==> src/rtl/ppg_pkg.sv <==
package ppg_pkg;
   typedef enum logic {
      PAT_FREQ = 1'b0,
      PAT_DUTY = 1'b1
   } pat_mode_e;

   localparam int unsigned NUM_CODES = 4;

   typedef logic [1:0] duty_code_t;

   // Duty code carried by a pin: neighbours always differ.
   function automatic duty_code_t code_of_pin(input int unsigned idx);
      return duty_code_t'(idx % NUM_CODES);
   endfunction
endpackage

==> src/rtl/ppg_div_counter.sv <==
module ppg_div_counter #(
   parameter int unsigned WIDTH = 19
) (
   input  logic             clk_i,
   input  logic             rst_i,
   input  logic             restart_i,
   output logic [WIDTH-1:0] cnt_o
);
   always_ff @(posedge clk_i) begin
      if (rst_i || restart_i) cnt_o <= '0;
      else                    cnt_o <= cnt_o + 1'b1;
   end

   // the divider chain advances by exactly one each free-running cycle
   assert_div_step_R2: assert property (@(posedge clk_i) disable iff (rst_i)
      !restart_i |=> cnt_o == WIDTH'($past(cnt_o) + 1'b1));
endmodule

==> src/rtl/ppg_phase_counter.sv <==
module ppg_phase_counter #(
   parameter int unsigned PERIOD = 9,
   localparam int unsigned PW    = (PERIOD > 2) ? $clog2(PERIOD) : 1
) (
   input  logic          clk_i,
   input  logic          rst_i,
   input  logic          restart_i,
   output logic [PW-1:0] phase_o
);
   localparam logic [PW-1:0] LAST = PW'(PERIOD - 1);

   always_ff @(posedge clk_i) begin
      if (rst_i || restart_i)  phase_o <= '0;
      else if (phase_o == LAST) phase_o <= '0;
      else                      phase_o <= phase_o + 1'b1;
   end

   // phase never leaves the period
   assert_phase_range_R4: assert property (@(posedge clk_i) disable iff (rst_i)
      phase_o <= LAST);

   // the last phase is followed by phase zero
   assert_phase_wrap_R4: assert property (@(posedge clk_i) disable iff (rst_i)
      (phase_o == LAST && !restart_i) |=> phase_o == '0);
endmodule

==> src/rtl/ppg_pin_lane.sv <==
module ppg_pin_lane
   import ppg_pkg::*;
#(
   parameter int unsigned PIN_IDX    = 0,
   parameter int unsigned DIV_STAGES = 19,
   parameter int unsigned DUTY_STEP  = 3,
   parameter int unsigned PW         = 4
) (
   input  logic                  clk_i,
   input  logic                  rst_i,
   input  pat_mode_e             mode_i,
   input  logic [DIV_STAGES-1:0] div_cnt_i,
   input  logic [PW-1:0]         phase_i,
   output logic                  pin_o
);
   localparam int unsigned STAGE    = PIN_IDX % DIV_STAGES;
   localparam duty_code_t  CODE     = code_of_pin(PIN_IDX);
   localparam int unsigned HIGH_LEN = int'(CODE) * DUTY_STEP;

   logic duty_lvl;

   generate
      if (CODE == 2'd0) begin : g_code_low
         assign duty_lvl = 1'b0;
         // code 0 stays low in duty mode
         assert_code_low_R5: assert property (@(posedge clk_i) disable iff (rst_i)
            (mode_i == PAT_DUTY) |=> !pin_o);
      end else if (CODE == 2'd3) begin : g_code_high
         assign duty_lvl = 1'b1;
         // code 3 stays high in duty mode
         assert_code_high_R5: assert property (@(posedge clk_i) disable iff (rst_i)
            (mode_i == PAT_DUTY) |=> pin_o);
      end else begin : g_code_mid
         localparam logic [PW-1:0] HIGH_CMP = PW'(HIGH_LEN);
         assign duty_lvl = (phase_i < HIGH_CMP);
         // partial codes start each period high and end it low
         assert_code_start_R5: assert property (@(posedge clk_i) disable iff (rst_i)
            (mode_i == PAT_DUTY && phase_i == '0) |=> pin_o);
         assert_code_end_R5: assert property (@(posedge clk_i) disable iff (rst_i)
            (mode_i == PAT_DUTY && phase_i == PW'(3 * DUTY_STEP - 1)) |=> !pin_o);
      end
   endgenerate

   always_ff @(posedge clk_i) begin
      if (rst_i)                     pin_o <= 1'b0;
      else if (mode_i == PAT_DUTY)   pin_o <= duty_lvl;
      else                           pin_o <= div_cnt_i[STAGE];
   end
endmodule

==> src/rtl/pin_probe_pattern_gen.sv <==
module pin_probe_pattern_gen
   import ppg_pkg::*;
#(
   parameter int unsigned NUM_PINS   = 40,
   parameter int unsigned DIV_STAGES = 19,
   parameter int unsigned DUTY_STEP  = 3
) (
   input  logic                clk_i,
   input  logic                rst_i,
   input  logic                mode_i,
   output logic [NUM_PINS-1:0] pins_o
);
   localparam int unsigned DUTY_PERIOD = NUM_CODES - 1 == 3 ? 3 * DUTY_STEP : 0;
   localparam int unsigned PW          = (DUTY_PERIOD > 2) ? $clog2(DUTY_PERIOD) : 1;

   generate
      if (NUM_PINS < 2) begin : g_bad_pins
         $error("pin_probe_pattern_gen: NUM_PINS must be at least 2");
      end
      if (DIV_STAGES < 2) begin : g_bad_stages
         $error("pin_probe_pattern_gen: DIV_STAGES must be at least 2");
      end
      if (DUTY_STEP < 1) begin : g_bad_step
         $error("pin_probe_pattern_gen: DUTY_STEP must be at least 1");
      end
   endgenerate

   pat_mode_e             mode_q;
   logic                  restart;
   logic [DIV_STAGES-1:0] div_cnt;
   logic [PW-1:0]         phase;

   // Mode is sampled every cycle, also during reset, so release is clean.
   always_ff @(posedge clk_i) mode_q <= pat_mode_e'(mode_i);

   assign restart = (pat_mode_e'(mode_i) != mode_q);

   ppg_div_counter #(.WIDTH(DIV_STAGES)) u_div (
      .clk_i     (clk_i),
      .rst_i     (rst_i),
      .restart_i (restart),
      .cnt_o     (div_cnt)
   );

   ppg_phase_counter #(.PERIOD(DUTY_PERIOD)) u_phase (
      .clk_i     (clk_i),
      .rst_i     (rst_i),
      .restart_i (restart),
      .phase_o   (phase)
   );

   generate
      for (genvar gi = 0; gi < NUM_PINS; gi++) begin : g_lane
         ppg_pin_lane #(
            .PIN_IDX    (gi),
            .DIV_STAGES (DIV_STAGES),
            .DUTY_STEP  (DUTY_STEP),
            .PW         (PW)
         ) u_lane (
            .clk_i     (clk_i),
            .rst_i     (rst_i),
            .mode_i    (mode_q),
            .div_cnt_i (div_cnt),
            .phase_i   (phase),
            .pin_o     (pins_o[gi])
         );
      end
   endgenerate

   // reset clears every output at the next edge
   assert_reset_clear_R1: assert property (@(posedge clk_i)
      rst_i |=> (pins_o == '0 && div_cnt == '0 && phase == '0));

   // a mode change restarts both counters on the following cycle
   assert_mode_restart_R6: assert property (@(posedge clk_i) disable iff (rst_i)
      restart |=> (div_cnt == '0 && phase == '0));
endmodule

==> config.mk <==
export PLATFORM = sky130hd
export DESIGN_NAME = pin_probe_pattern_gen
export DESIGN_NICKNAME = d
export VERILOG_FILES = /design/src/rtl/ppg_pkg.sv /design/src/rtl/ppg_div_counter.sv /design/src/rtl/ppg_phase_counter.sv /design/src/rtl/ppg_pin_lane.sv /design/src/rtl/pin_probe_pattern_gen.sv
export SDC_FILE = /design/constraint.sdc
export NUM_CORES = 1
export LEC_CHECK = 0
export CORE_MARGIN = 1.5
export CORE_UTILIZATION = 36
export CTS_CLUSTER_DIAMETER = 30
export CTS_CLUSTER_SIZE = 10
export DETAILED_ROUTE_END_ITERATION = 8
export MAX_ROUTING_LAYER = met4
export PLACE_DENSITY_LB_ADDON = 0.05
export SKIP_CTS_REPAIR_TIMING = 1
export SYNTH_ARGS = -nofsm -noshare
export SYNTH_HDL_FRONTEND = slang
export SYNTH_SLANG_ARGS = --single-unit
==> constraint.sdc <==
create_clock -name clk_i -period 1.9 [get_ports clk_i]
set_input_delay 0.38 -clock clk_i [delete_from_list [all_inputs] [get_ports clk_i]]
set_output_delay 0.38 -clock clk_i [all_outputs]
set_load 0.005 [all_outputs]
==> reports/metrics.yaml <==
routing:
  wl_met1_um: 2000
  ant_nets: 0
  wl_per_cell_um: 12.2
  routed_wl_um: 4440
  viasPerCell: 4.51
  dr.first_iter.drc_count: 60
  dr_wl_met3_um: 258
  route.detailed.drc: 3
  top_layer_used: "met4"
  num_vias: 1646
  first_pass_iters: 6
  dr_wl_met2_um: 2110
grt:
  grt_max_degree: 16
  grt_pass1_vias: 1610
  grt_overflow: 0
  grt_pass1_wl_um: 7650
  grtUsageTotal_pct: 14.2
  antenna_found_initial: 0
pwr:
  pwr-share-comb_pct: 5.9
  leakage_uw: 0.00124
  switching_power_uw: 575
  clockPowerShare_pct: 44.1
  total_power_uw: 2800
  ir_drop_v: 0.000529
  internal_power_uw: 2230
  pwr-share-seq_pct: 50.0
  p_per_area_nw_per_um2: 955
  p_sw_share_pct: 20.5
finish:
  final_common_cell: "dfxtp_1"
  fillers: 658
  fin_nets: 289
  diodes: 0
  regArea_sq_um: 1280
  area_growth_pct: 19.5
  multi_input_comb_area_sq_um: 802
  final_cell_mix: "dfxtp_1 (64), clkdlybuf4s50_1 (42), nor2_1 (37), nand2_1 (34), clkbuf_8 (13)"
  layout-drive-gt1-share_pct: 10.8
die:
  die_y_um: 85.6
  ioPinCount: 43
  rows: 29
  die-area_sq_um: 7320
  initial_utilization_pct: 38.0
  dieWidth_um: 85.6
  core-area_sq_um: 6460
cts:
  clock_path_buffers: 2
  clkTransAtPathRegs_ns: 0.07
  cts_tree: "built"
  cts_max_level: 3
  root_buffer: "clkbuf_8"
  cts_inserted_buffers: 9
  clk_latency_ns: 0.33
  numClockSinks: 64
synth:
  ys_ff_latch: 64
  postSynthAreaPerCell_sq_um: 9.19
  ys.flop_type: "dfxtp_1"
  synthCells: 267
  async_flop_share_pct: 0
  synth_top_area_share_pct: 52.2
  synth_edf_count: 0
  yosysSeqAreaShare_pct: 52.2
  yosys.area.top_type: "dfxtp_1"
  syn_area_sq_um: 2450
  yosysWarnings: 0
  synth_nets: 273
  netlist_top_cells_area: "dfxtp_1 (52%), buf_4 (13%), nor2_1 (5.7%)"
  synthDistinctLibCells: 31
timing:
  fin_skew_ns: 0.00823
  period_needed_ns: 1.58
  fmax_ghz: 0.633
  grt_setup_unrepaired: "no"
  fin_crit_sh_pct: 83.2
  relSlewSlack_pct: 73.7
  setup_tns_ns: 0
  hold_viol: 0
  final-setup-viol-count: 0
  maxSlewViolCount: 0
  tightest_slew_ns: 0.393
min_path:
  hold_class: "flip-flop to flip-flop"
setup_path:
  worstSetupPathType: "flip-flop to flip-flop"
  critical_path_required_ns: 2.18
  crit_arrival_ns: 1.86
  startpoint_type: "flip-flop"
  cp-end-kind: "flip-flop"
  crit_fanout: 7
run_status:
  run_status: "complete, but fails checks"
  violations: "design-rule violations"
flow_run:
  drv_cap: 0
placed_design:
  port-buffer-count: 42
  place_congestion: 0.782
  hpwlAfterDp_um: 3080
## worst max-delay path, stage by stage (launching register included)
cell and delay, ns:
dfxtp_1 0.40, nand3_1 0.31, nand2b_4 0.28, or4_1 0.47, nand2_1 0.07
## area by class of cell
| class | instances | share of cell area [%] |
|---|---|---|
| multi-input combinational | 147 | 27.3 |
| clock buffer | 14 | 6.23 |
| clock inverter | 2 | 1.19 |
| tap | 77 | 3.28 |
| inverter | 7 | 0.896 |
| timing repair buffer | 54 | 17.4 |
| sequential | 64 | 43.7 |
## synth_stat cells, types with 2 or more instances
cell type  instances
a21oi_1            6
and2_1             8
and3_1             2
buf_4             41
clkbuf_1           7
dfxtp_1           64
ha_1               3
inv_1              7
nand2_1           34
nand3_1            6
nand3b_1           2
nand4_1            5
nor2_1            37
nor3_1             8
nor3b_1            2
o211ai_1           2
o21ai_0            4
or3_1              4
or4_1              2
xnor2_1            5
xor2_1             8
## state kept, by name, summed over array words and instances (netlist names)
register             cells
u_div.cnt_o             19
u_phase.phase_o          4
mode_q                   1
g_lane.u_lane.pin_o     40
## power groups by stage
| stage | sequential (uW) | combinational (uW) | clock [uW] |
|---|---|---|---|
| 2_1_floorplan | 1430 | 116 | 0 |
| 4_1_cts | 1400 | 169 | 1280 |
| 3_5_place_dp | 1430 | 169 | 0 |
| 6_report | 1400 | 165 | 1240 |
| 5_1_grt | 1410 | 187 | 1350 |
| 3_3_place_gp | 1430 | 169 | 0 |
## through the flow
step / utilization (%) / setup slack [ns] / instances / area, sq um / hold slack, ns
2_1_floorplan: - / 0.429 / 267 / 2450 / 0.408
3_3_place_gp: 42.1 / 0.0365 / 349 / 2720 / 0.468
3_5_place_dp: 42.1 / 0.0339 / 349 / 2720 / 0.473
4_1_cts: 45.4 / 0.303 / 365 / 2930 / 0.487
5_1_grt: 45.4 / 0.182 / 365 / 2930 / 0.518
6_report: 45.4 / 0.320 / 365 / 2930 / 0.483
## cells by family (layout without fill, tap and decap cells)
group,Yosys count,in the layout,synth area share (%)
AO/OA/AOI/OAI,12,12,2.65
XOR/XNOR,13,13,4.64
adder cells (fa/ha/maj),3,3,1.53
buffers and inverters,56,77,15.1
flip-flops,64,64,52.2
multiplexers,1,1,0.459
AND/OR/NAND/NOR,118,118,23.4
## path summary, 6_finish.rpt
kind | from | slack, ns | depth (start not counted) | end
setup / recovery | u_div.cnt_o[0] | 0.32 | 4 | u_div.cnt_o[17]
hold / removal | u_div.cnt_o[0] | 0.48 | 1 | u_div.cnt_o[0]
setup reg to reg | u_div.cnt_o[0] | 0.32 | 4 | u_div.cnt_o[17]
hold reg to reg | u_div.cnt_o[0] | 0.48 | 1 | u_div.cnt_o[0]
## layer usage
layer | track usage (%) | up-vias
li1 | - | 847
met1 | 15.8 | 759
met2 | 22.6 | 34
met3 | 5.49 | 6
met4 | 6.16 | 0
met5 | - | -
(Power assumes the default switching activity.)
